--- src/rtl/iparse_pkg.sv ---
package iparse_pkg;

    parameter int BYTE_W = 8;
    localparam int WORD_W = 2 * BYTE_W;
    localparam int MOD_W  = 2;
    localparam int SEL_W  = 3;
    localparam int LEN_W  = 3;

    typedef enum logic [1:0] {
        FMT_SINGLE,
        FMT_RM,
        FMT_RM_IMM
    } fmt_e;

    typedef enum logic [2:0] {
        PH_OPC,
        PH_MRM,
        PH_DLO,
        PH_DHI,
        PH_ILO,
        PH_IHI
    } phase_e;

    typedef struct packed {
        logic [BYTE_W-1:0] opcode;
        logic              w;
        logic [MOD_W-1:0]  md;
        logic [SEL_W-1:0]  rg;
        logic [SEL_W-1:0]  rm;
        logic [WORD_W-1:0] disp;
        logic [WORD_W-1:0] imm;
        logic [LEN_W-1:0]  len;
    } insn_t;

    // Number of displacement bytes implied by the addressing byte.
    function automatic logic [1:0] disp_count(logic [MOD_W-1:0] md, logic [SEL_W-1:0] rm);
        logic [1:0] n;
        unique case (md)
            2'b00:   n = (rm == 3'b110) ? 2'd2 : 2'd0;
            2'b01:   n = 2'd1;
            2'b10:   n = 2'd2;
            default: n = 2'd0;
        endcase
        return n;
    endfunction

endpackage

--- src/rtl/iparse_classify.sv ---
module iparse_classify
    import iparse_pkg::*;
(
    input  logic [BYTE_W-1:0] op,
    output fmt_e              fmt
);
    always_comb begin
        if (op[7:2] == 6'b000000 || op[7:2] == 6'b100010)
            fmt = FMT_RM;
        else if (op[7:1] == 7'b1100011)
            fmt = FMT_RM_IMM;
        else
            fmt = FMT_SINGLE;
    end
endmodule

--- src/rtl/iparse_seq.sv ---
module iparse_seq
    import iparse_pkg::*;
(
    input  logic              clk,
    input  logic              rst,
    input  logic              accept,
    input  logic [BYTE_W-1:0] in_byte,
    input  fmt_e              fmt_new,
    output phase_e            phase,
    output logic              last,
    output logic              sext_disp
);
    phase_e     phase_q, phase_n;
    fmt_e       fmt_q;
    logic       w_q;
    logic       two_q;
    logic [1:0] dn;

    assign phase     = phase_q;
    assign sext_disp = ~two_q;
    assign dn        = disp_count(in_byte[7:6], in_byte[2:0]);

    always_comb begin
        phase_n = phase_q;
        last    = 1'b0;
        if (accept) begin
            unique case (phase_q)
                PH_OPC: begin
                    if (fmt_new == FMT_SINGLE) last = 1'b1;
                    else                       phase_n = PH_MRM;
                end
                PH_MRM: begin
                    if (dn != 2'd0)              phase_n = PH_DLO;
                    else if (fmt_q == FMT_RM_IMM) phase_n = PH_ILO;
                    else                          last = 1'b1;
                end
                PH_DLO: begin
                    if (two_q)                    phase_n = PH_DHI;
                    else if (fmt_q == FMT_RM_IMM) phase_n = PH_ILO;
                    else                          last = 1'b1;
                end
                PH_DHI: begin
                    if (fmt_q == FMT_RM_IMM) phase_n = PH_ILO;
                    else                     last = 1'b1;
                end
                PH_ILO: begin
                    if (w_q) phase_n = PH_IHI;
                    else     last = 1'b1;
                end
                PH_IHI:  last = 1'b1;
                default: last = 1'b1;
            endcase
            if (last) phase_n = PH_OPC;
        end
    end

    always_ff @(posedge clk) begin
        if (rst) begin
            phase_q <= PH_OPC;
            fmt_q   <= FMT_SINGLE;
            w_q     <= 1'b0;
            two_q   <= 1'b0;
        end else begin
            phase_q <= phase_n;
            if (accept && phase_q == PH_OPC) begin
                fmt_q <= fmt_new;
                w_q   <= in_byte[0];
            end
            if (accept && phase_q == PH_MRM)
                two_q <= (dn == 2'd2);
        end
    end

    // no accepted byte, no phase movement
    assert_hold_idle_R11: assert property (@(posedge clk) disable iff (rst)
        !accept |=> $stable(phase_q));

    // the high data phase is only reached for 16-bit immediates
    assert_imm_hi_wide_R8: assert property (@(posedge clk) disable iff (rst)
        (phase_q == PH_IHI) |-> (w_q && fmt_q == FMT_RM_IMM));
endmodule

--- src/rtl/iparse_fields.sv ---
module iparse_fields
    import iparse_pkg::*;
(
    input  logic              clk,
    input  logic              rst,
    input  logic              accept,
    input  logic              last,
    input  logic              sext_disp,
    input  phase_e            phase,
    input  logic [BYTE_W-1:0] in_byte,
    output logic              desc_valid,
    output insn_t             desc
);
    insn_t part_q, part_n;

    always_comb begin
        part_n = part_q;
        if (accept) begin
            unique case (phase)
                PH_OPC: begin
                    part_n        = '0;
                    part_n.opcode = in_byte;
                    part_n.w      = in_byte[0];
                    part_n.len    = LEN_W'(1);
                end
                PH_MRM: begin
                    part_n.md  = in_byte[7:6];
                    part_n.rg  = in_byte[5:3];
                    part_n.rm  = in_byte[2:0];
                    part_n.len = part_q.len + LEN_W'(1);
                end
                PH_DLO: begin
                    part_n.disp = sext_disp ? {{BYTE_W{in_byte[BYTE_W-1]}}, in_byte}
                                            : {{BYTE_W{1'b0}}, in_byte};
                    part_n.len  = part_q.len + LEN_W'(1);
                end
                PH_DHI: begin
                    part_n.disp[WORD_W-1:BYTE_W] = in_byte;
                    part_n.len = part_q.len + LEN_W'(1);
                end
                PH_ILO: begin
                    part_n.imm = {{BYTE_W{1'b0}}, in_byte};
                    part_n.len = part_q.len + LEN_W'(1);
                end
                PH_IHI: begin
                    part_n.imm[WORD_W-1:BYTE_W] = in_byte;
                    part_n.len = part_q.len + LEN_W'(1);
                end
                default: part_n = part_q;
            endcase
        end
    end

    always_ff @(posedge clk) begin
        if (rst) begin
            part_q     <= '0;
            desc       <= '0;
            desc_valid <= 1'b0;
        end else begin
            part_q     <= part_n;
            desc_valid <= accept && last;
            if (accept && last) desc <= part_n;
        end
    end

    // an instruction that ends on its opcode byte reports one byte
    assert_single_len_R3: assert property (@(posedge clk) disable iff (rst)
        (accept && last && phase == PH_OPC) |=> (desc_valid && desc.len == LEN_W'(1)));

    // register-direct mode never carries a displacement
    assert_reg_nodisp_R5: assert property (@(posedge clk) disable iff (rst)
        (desc_valid && desc.md == 2'b11) |-> (desc.disp == '0));

    // short displacement is sign-extended
    assert_sext_R6: assert property (@(posedge clk) disable iff (rst)
        (desc_valid && desc.md == 2'b01)
            |-> (desc.disp[WORD_W-1:BYTE_W] == {BYTE_W{desc.disp[BYTE_W-1]}}));

    // narrow immediate has a zero high byte
    assert_narrow_imm_R8: assert property (@(posedge clk) disable iff (rst)
        (desc_valid && !desc.w) |-> (desc.imm[WORD_W-1:BYTE_W] == '0));

    // byte count stays within 1..6
    assert_len_range_R9: assert property (@(posedge clk) disable iff (rst)
        desc_valid |-> (desc.len >= LEN_W'(1) && desc.len <= LEN_W'(6)));
endmodule

--- src/rtl/iparse_top.sv ---
module iparse_top
    import iparse_pkg::*;
(
    input  logic              clk,
    input  logic              rst,
    input  logic              in_valid,
    output logic              in_ready,
    input  logic [BYTE_W-1:0] in_byte,
    output logic              desc_valid,
    output logic [BYTE_W-1:0] desc_opcode,
    output logic              desc_w,
    output logic [MOD_W-1:0]  desc_mod,
    output logic [SEL_W-1:0]  desc_reg,
    output logic [SEL_W-1:0]  desc_rm,
    output logic [WORD_W-1:0] desc_disp,
    output logic [WORD_W-1:0] desc_imm,
    output logic [LEN_W-1:0]  desc_len
);
    fmt_e   fmt_new;
    phase_e phase;
    logic   accept;
    logic   last;
    logic   sext_disp;
    insn_t  desc;

    assign in_ready = ~rst;
    assign accept   = in_valid & in_ready;

    iparse_classify u_classify (
        .op  (in_byte),
        .fmt (fmt_new)
    );

    iparse_seq u_seq (
        .clk       (clk),
        .rst       (rst),
        .accept    (accept),
        .in_byte   (in_byte),
        .fmt_new   (fmt_new),
        .phase     (phase),
        .last      (last),
        .sext_disp (sext_disp)
    );

    iparse_fields u_fields (
        .clk        (clk),
        .rst        (rst),
        .accept     (accept),
        .last       (last),
        .sext_disp  (sext_disp),
        .phase      (phase),
        .in_byte    (in_byte),
        .desc_valid (desc_valid),
        .desc       (desc)
    );

    assign desc_opcode = desc.opcode;
    assign desc_w      = desc.w;
    assign desc_mod    = desc.md;
    assign desc_reg    = desc.rg;
    assign desc_rm     = desc.rm;
    assign desc_disp   = desc.disp;
    assign desc_imm    = desc.imm;
    assign desc_len    = desc.len;

    // a reset edge leaves no descriptor strobe behind it
    assert_reset_quiet_R1: assert property (@(posedge clk)
        rst |=> !desc_valid);
endmodule

--- config.mk ---
export PLATFORM = sky130hd
export DESIGN_NAME = iparse_top
export DESIGN_NICKNAME = d
export VERILOG_FILES = /design/src/rtl/iparse_pkg.sv /design/src/rtl/iparse_classify.sv /design/src/rtl/iparse_seq.sv /design/src/rtl/iparse_fields.sv /design/src/rtl/iparse_top.sv
export SDC_FILE = /design/constraint.sdc
export NUM_CORES = 1
export LEC_CHECK = 0
export BUFFER_PORTS_ARGS = -buffer_cell sky130_fd_sc_hd__clkbuf_2
export CAP_MARGIN = 20
export CORE_MARGIN = 3
export CORE_UTILIZATION = 45
export CTS_CLUSTER_DIAMETER = 100
export DETAILED_ROUTE_END_ITERATION = 8
export PLACE_DENSITY_LB_ADDON = 0.3
export REMOVE_ABC_BUFFERS = 1
export SYNTH_ARGS = -nofsm -noshare
export SYNTH_HDL_FRONTEND = slang
export SYNTH_SLANG_ARGS = --single-unit
--- constraint.sdc ---
create_clock -name clk -period 5.9 [get_ports clk]
set_input_delay 0.295 -clock clk [delete_from_list [all_inputs] [get_ports clk]]
set_output_delay 0.295 -clock clk [all_outputs]
set_load 0.05 [all_outputs]
==> flow_summary.toml, run 1 <==
[outcome]
outcome = "complete, no violations"

[floorplanning]
die_y_um = 107
dieArea_um2 = 11400
start_util_pct = 46.5
boundaryPins = 65
core.rowCount = 36
die_w_um = 107
core-area_um2 = 9820

[setup_path]
crit_buf_inv = 1
endpoint_kind = "register"
path_cells = "nor2_1 > a21o_1 > o221ai_2 > o21ai_2 > buf_4 > mux2_2"
max_stage_delay_ps = 600
path_class = "reg2reg"
worst_ep_required_time_ps = 6160
worst_setup_path_start_kind = "register"
crit_fanout = 19
crit_arrival_ps = 3110
critPathTopFamily = "compound AO/OA/AOI/OAI gates"
critPathSlowestCell = "nor2_1"

[layout]
antenna_cells = 0
syn_to_final_growth_pct = 11.6
drive_gt1_share_pct = 22.9
finalNetCount = 523
layout_common_cells = "dfxtp_1, clkbuf_2, nor2b_1, nand2_1"
final_common_cell = "dfxtp_1"

[clocking]
clk_path_buf_depth = 2
cts_setup_buffers = 0
clock_latency_ps = 370
cts_resized = 0
cts_tree = "built"
root_buffer = "clkbuf_8"
cts_sinks = 112
numCtsBuffers = 9
clk_pin_slew_ps = 100
htree_levels = 3
postCtsHoldBufs = 0

[sta]
period_minus_slack_ps = 2850
rsz0062_at_grt = "false"
hold_viol = 0
drv_slew = 0
fin_ws_ps = 3050
relSlewSlack_pct = 41.1
period_share_pct = 48.3
finalClockSkew_ps = 8.70
finalSetupViolations = 0
finalSetupTns_ps = 0
fmax_mhz = 351
tightest_slew_ps = 882

[global_route]
grt.total_usage_pct = 18.0
grt_pass1_vias = 3367
grt_first_pass_wirelength_um = 16600
antenna_found_initial = 0
grt_overflow_total = 0
grt_max_degree = 75

[place]
gp_congestion = 0.945
io_buffers = 64
dp_hpwl_um = 6470
post-place-ws_ps = 3060

[synthesis]
synth_flop_cell = "dfxtp_1"
synth_cell_types = 47
netlist_instances = 468
synthArstFlopShare_pct = 0
synth_area_leaders = "dfxtp_1, nor2b_1, mux2_2, mux2_1, a21oi_1"
synth-seq-area-share_pct = 49.1
synth_top_cell_by_area = "dfxtp_1"
synth_top_area_share_pct = 49.1
ys_ff_latch = 112
synth_edf_count = 0
syn_area_um2 = 4560
post_synth.cell_area_avg_um2 = 9.75
yosys_warnings = 0

[routing]
drc_errors = 0
drt-initial-drc-count = 190
drt-pass1-iter-count = 4
vias_per_cell = 5.20
ant_nets = 0
wl_per_cell_um = 15.0
num_vias = 3376
routed_wl_um = 9740

[power]
switching_share_pct = 24.1
power.density_nw_per_um2 = 267
ir_drop_mv = 0.124
intPower_mw = 1.03
leakagePower_nw = 2.09
p_clk_share_pct = 36.6
power.switching_mw = 0.328
pwr-share-seq_pct = 56.4
p_comb_share_pct = 7.0

[job]
drv_cap = 0

[hold_path]
holdCritPathClass = "in2reg"
-- power by group through the flow --
stage          registers [mW]  logic, mW  clock network [mW]
2_1_floorplan           0.797     0.0427                   0
3_3_place_gp            0.785     0.0945                   0
3_5_place_dp            0.785     0.0958                   0
4_1_cts                 0.768     0.0964               0.509
5_1_grt                 0.769      0.105               0.536
6_report                0.768     0.0955               0.498
-- routing by layer --
metal / share of wire (%) / vias up / wire length (um) / track usage, %
li1: - / 1689 / - / -
met1: 47 / 1584 / 4580 / 24.7
met2: 46 / 95 / 4490 / 29.2
met3: 6.1 / 8 / 594 / 3.61
met4: 0.80 / 0 / 78 / 4.38
met5: 0 / - / 0 / 0
-- cell type report --
cell class / count / area (um^2)
clock buffer: 11 / 131
clock inverter: 5 / 86.3
fill: 938 / 4730
inverter: 6 / 22.5
multi-input combinational: 316 / 2110
sequential: 112 / 2240
tap: 133 / 166
timing repair buffer: 66 / 338
-- path summary, 6_finish.rpt --
check | from | end | slack [ps] | cells after the start
worst min register to register | u_fields.part_q[6] | u_fields.part_q[6] | 460 | 2
worst min-delay path | rst | u_fields.part_q[30] | 320 | 2
worst max register to register | u_seq.phase[1] | u_fields.desc[49] | 3050 | 6
worst max-delay path | u_seq.phase[1] | u_fields.desc[49] | 3050 | 6
-- stage by stage --
step	hold slack [ps]	cells	power (mW)	util, %	area (um^2)
global route	329	649	1.41	51.9	5090
finish	318	649	1.36	51.9	5090
floorplan	364	434	0.840	-	4370
global placement	445	633	0.879	49.6	4870
detailed placement	449	633	0.881	49.6	4870
CTS	309	649	1.37	51.9	5090
-- kinds of logic (layout without fill, tap and decap cells) --
kind of cell	after synthesis	after routing	synth area share [%]
AND/OR/NAND/NOR	171	171	19.6
multiplexers	54	54	13.5
AO/OA/AOI/OAI	88	88	12.5
flip-flops	112	112	49.1
XOR/XNOR	2	2	0.384
buffers and inverters	40	88	4.72
adder cells (fa/ha/maj)	1	1	0.274
-- synth_stat cells, drive strengths merged (3+ instances only) --
| library cell | number |
|---|---|
| o21ai | 7 |
| nor2b | 52 |
| mux2i | 7 |
| clkbuf | 20 |
| mux2 | 47 |
| a22oi | 25 |
| inv | 5 |
| buf | 14 |
| a21o | 3 |
| a21oi | 39 |
| nor2 | 40 |
| dfxtp | 112 |
| nand2b | 4 |
| and2 | 3 |
| o22ai | 4 |
| nand2 | 43 |
| nand3 | 17 |
Power figures use the tool's default switching activity.
==> run 2: changes to the inputs <==
clock period = 2.7 ns   (was 5.9 ns; I/O delays follow)
==> run 2 against run 1 <==
Compared with the run above:
- register-to-register slack got worse by 2500 ps
- via count increased by 2.7%
- fmax increased by 31%
- clock power increased by 100%
- clock skew decreased by 2.8 ps
- critical path depth unchanged
- sequential cell count unchanged
- cell area increased by 0.61%
- cell count increased by 0.62%
- setup slack got worse by 2500 ps
- power increased by 110%
- sequential power increased by 120%
- highest routed layer unchanged
==> flow_summary.toml, run 2 (same netlist as run 1, synthesis figures left out) <==
[outcome]
outcome = "complete, no violations"

[setup_path]
crit_arrival_ps = 2430
worst_ep_required_time_ps = 2950
critPathTopFamily = "simple AND/OR/NAND/NOR gates"
critPathSlowestCell = "dfxtp_1"
endpoint_kind = "register"
crit_fanout = 24
crit_start = "u_seq.phase[1]"
path_class = "reg2reg"
worst_setup_path_start_kind = "register"
rr_startpoint = "u_seq.phase[1]"
path_cells = "nand2b_1 > or3_1 > o221ai_2 > o21ai_4 > buf_4 > mux2_1"
crit_buf_inv = 1
max_stage_delay_ps = 440

[layout]
final_common_cell = "dfxtp_1"
fillerInstances = 952
finalNetCount = 530
regArea_um2 = 2240
syn_to_final_growth_pct = 12.3
post-route-util_pct = 52.2
multi_input_area_um2 = 2110
drive_gt1_share_pct = 23.8
layout_common_cells = "dfxtp_1, clkbuf_2, nor2b_1, nand2_1"
antenna_cells = 0

[clocking]
cts_resized = 0
root_buffer = "clkbuf_8"
numCtsBuffers = 9
htree_levels = 3
clk_pin_slew_ps = 90
clock_latency_ps = 360
postCtsHoldBufs = 0
cts_setup_buffers = 0
cts_sinks = 112
clk_path_buf_depth = 2
cts_tree = "built"

[floorplanning]
dieArea_um2 = 11400
start_util_pct = 46.5
die_w_um = 107
core.rowCount = 36
core-area_um2 = 9820
die_y_um = 107
boundaryPins = 65

[power]
leakagePower_nw = 2.11
design_power_total_mw = 2.91
p_comb_share_pct = 7.5
switching_share_pct = 23.2
pwr-share-seq_pct = 57.6
intPower_mw = 2.23
ir_drop_mv = 0.294
p_clk_share_pct = 34.9
power.density_nw_per_um2 = 568
power.switching_mw = 0.676

[place]
dp_hpwl_um = 6760
io_buffers = 64
gp_congestion = 0.929

[sta]
period_minus_slack_ps = 2180
finalSetupTns_ps = 0
rsz0062_at_grt = "false"
hold_viol = 0
tightest_slew_ps = 704
drv_slew = 0
fmax_mhz = 459
period_share_pct = 80.7
finalClockSkew_ps = 5.86
finalSetupViolations = 0
relSlewSlack_pct = 52.8

[global_route]
grt_pass1_vias = 3410
antenna_found_initial = 0
grt_max_degree = 70
grt.total_usage_pct = 18.1
grt_overflow_total = 0
grt_first_pass_wirelength_um = 16600

[routing]
num_vias = 3468
routed_wl_um = 10000
wl_per_cell_um = 15.4
drt-initial-drc-count = 150
vias_per_cell = 5.31
drt-pass1-iter-count = 5
ant_nets = 0
drc_errors = 0

[hold_path]
min-delay-start = "rst"
holdCritPathClass = "in2reg"

[job]
drv_cap = 0
-- run 2: cell count changes in the layout (fill, tap and decap cells not counted), sizes merged --
cell | previous run | this run
clkinvlp | 0 | 1
buf | 3 | 10
inv | 7 | 5
clkbuf | 74 | 72
-- run 2: area by class of cell --
cell class / instances / area share [%]
Inverter: 6 / 0.440
Clock buffer: 9 / 2.42
Tap cell: 133 / 3.25
Multi-Input combinational cell: 316 / 41.1
Clock inverter: 4 / 1.42
Timing Repair Buffer: 73 / 7.62
Sequential cell: 112 / 43.8
-- run 2: worst paths after layout --
path / endpoint / cells past startpoint / slack, ps
min reg2reg: u_fields.part_q[4] / 2 / 460
min: u_seq.phase[1] / 2 / 50
max: u_fields.desc[20] / 6 / 520
max reg2reg: u_fields.desc[20] / 6 / 520
-- run 2: power groups by stage --
stage	clock network (mW)	registers, mW	logic (mW)
3_3_place_gp	0	1.71	0.216
6_report	1.02	1.68	0.218
5_1_grt	1.10	1.68	0.235
3_5_place_dp	0	1.72	0.219
4_1_cts	1.05	1.68	0.220
2_1_floorplan	0	1.74	0.0932
-- run 2: layer usage --
metal  routed length [um]  GRT usage, %
met2                 4640          29.3
met1                 4540          23.7
met4                  237          6.85
met3                  612          4.15
met5                    0             0
-- run 2: metrics by stage --
| step | setup WS, ps | hold slack (ps) | cell area [um^2] | std cells |
|---|---|---|---|---|
| 4_1_cts | 521 | 40.3 | 5120 | 653 |
| 3_5_place_dp | 538 | 431 | 4930 | 640 |
| 6_report | 522 | 53.7 | 5120 | 653 |
| 3_3_place_gp | 563 | 422 | 4930 | 640 |
| 5_1_grt | 425 | 50.2 | 5120 | 653 |
| 2_1_floorplan | 29.4 | 204 | 4370 | 434 |
==> run 3: changes to the inputs <==
clock period = 2.2 ns   (was 2.7 ns; I/O delays follow)
==> run 3 against run 2 <==
Compared with the run above:
- non-clock buffer count up 12
- clock power up 9.8%
- cell count up 2.3%
- sequential share of layout area down 0.91 points
- highest routed layer unchanged
- count of clock-buffer cells in the layout unchanged
- register-to-register slack worse by 390 ps
- first-iteration DRC count up 53%
- power up 19%
- cell area up 2.1%
- sequential cell count unchanged
- global-route usage up 0.17 points
==> flow_summary.toml, run 3 (same netlist as run 1, synthesis figures left out) <==
[outcome]
outcome = "complete, no violations"

[setup_path]
endpoint_kind = "register"
crit_arrival_ps = 2330
rr_startpoint = "u_seq.phase[0]"
worst_setup_path_start_kind = "register"
crit_start = "u_seq.phase[0]"
crit_fanout = 8
max_stage_delay_ps = 510
worst_ep_required_time_ps = 2460
path_cells = "nand2b_1 > or3_1 > o221ai_2 > o21ai_2 > buf_4 > mux2_4"
critPathSlowestCell = "dfxtp_1"
path_class = "reg2reg"

[clocking]
cts_setup_buffers = 0
htree_levels = 3
root_buffer = "clkbuf_8"
cts_sinks = 112
clock_latency_ps = 370
postCtsHoldBufs = 0
clk_pin_slew_ps = 110
clk_path_buf_depth = 2
cts_resized = 0
numCtsBuffers = 9
cts_tree = "built"

[global_route]
grt_overflow_total = 0
grt_pass1_vias = 3382
grt.total_usage_pct = 18.3
grt_first_pass_wirelength_um = 16700
grt_max_degree = 107
antenna_found_initial = 0

[power]
p_clk_share_pct = 32.3
leakagePower_nw = 2.17
ir_drop_mv = 0.437
pwr-share-seq_pct = 59.3
switching_share_pct = 26.1
p_comb_share_pct = 8.4
power.density_nw_per_um2 = 663
intPower_mw = 2.56
power.switching_mw = 0.907

[routing]
vias_per_cell = 5.25
drt-pass1-iter-count = 5
drt-initial-drc-count = 230
drc_errors = 0
num_vias = 3507
wl_per_cell_um = 15.2
ant_nets = 0
routed_wl_um = 10200

[layout]
final_cells = 668
drive_gt1_share_pct = 26.0
fillerInstances = 974
finalNetCount = 542
layout_common_cells = "dfxtp_1, clkbuf_2, nor2b_1, nand2_1"
final_common_cell = "dfxtp_1"
syn_to_final_growth_pct = 14.7
antenna_cells = 0
stdcell_area_um2 = 5230

[place]
dp_hpwl_um = 6830
io_buffers = 64
dp.cells = 652
place_area_um2 = 5050
gp_congestion = 0.952

[floorplanning]
die_w_um = 107
core-area_um2 = 9820
start_util_pct = 46.5
die_y_um = 107
boundaryPins = 65
core.rowCount = 36
dieArea_um2 = 11400

[sta]
relSlewSlack_pct = 63.6
holdWs_ps = 135
drv_slew = 0
finalSetupViolations = 0
period_share_pct = 93.9
hold_viol = 0
finalClockSkew_ps = 11.6
tightest_slew_ps = 543
period_minus_slack_ps = 2070
rsz0062_at_grt = "false"
fmax_mhz = 484

[hold_path]
min-delay-start = "in_byte[1]"
holdCritPathClass = "in2reg"

[job]
drv_cap = 0
==> run 3: through the flow <==
step / total power [mW] / setup slack (ps) / util [%] / TNS (ps)
2_1_floorplan: 2.25 / -471 / - / -12120
3_3_place_gp: 2.39 / 215 / 51.5 / 0
3_5_place_dp: 2.40 / 155 / 51.5 / 0
4_1_cts: 3.51 / 137 / 53.3 / 0
5_1_grt: 3.62 / 40.1 / 53.3 / 0
6_report: 3.47 / 134 / 53.3 / 0
==> run 3: worst paths after layout <==
check,to,slack (ps),depth (start not counted)
hold / removal,u_fields.part_q[45],140,3
setup reg to reg,u_fields.desc[3],130,6
hold reg to reg,u_fields.part_q[34],460,2
setup / recovery,u_fields.desc[3],130,6
==> run 3: metal layers <==
metal	vias to the layer above	share of wire, %	global-route usage [%]
met1	1662	46	24.9
met2	106	47	29.7
met4	0	1.6	5.39
met3	15	5.2	3.55
met5	-	0	0
li1	1724	-	-
==> run 3: final cells by class <==
class                           count  area (um^2)  share of cell area, %
Clock buffer                        9          124                   2.37
Timing Repair Buffer               85          518                   9.90
Multi-Input combinational cell    316         2110                   40.2
Clock inverter                      7         53.8                   1.03
Tap cell                          133          166                   3.18
Sequential cell                   112         2240                   42.9
Inverter                            6         22.5                  0.430
==> run 3: worst max-delay path: cells and delay by family, from the launching register on <==
family	cells	cell delay [ps]
simple gates	2	530
flops	1	510
compound gates	2	420
mux	1	300
buf+inv	1	210
==> run 3: power groups by stage <==
stage | sequential (mW) | clock, mW | combinational [mW]
after floorplan | 2.14 | 0 | 0.114
after detailed placement | 2.11 | 0 | 0.292
final | 2.06 | 1.12 | 0.291
after global routing | 2.06 | 1.24 | 0.315
after CTS | 2.06 | 1.16 | 0.293
after global placement | 2.10 | 0 | 0.288
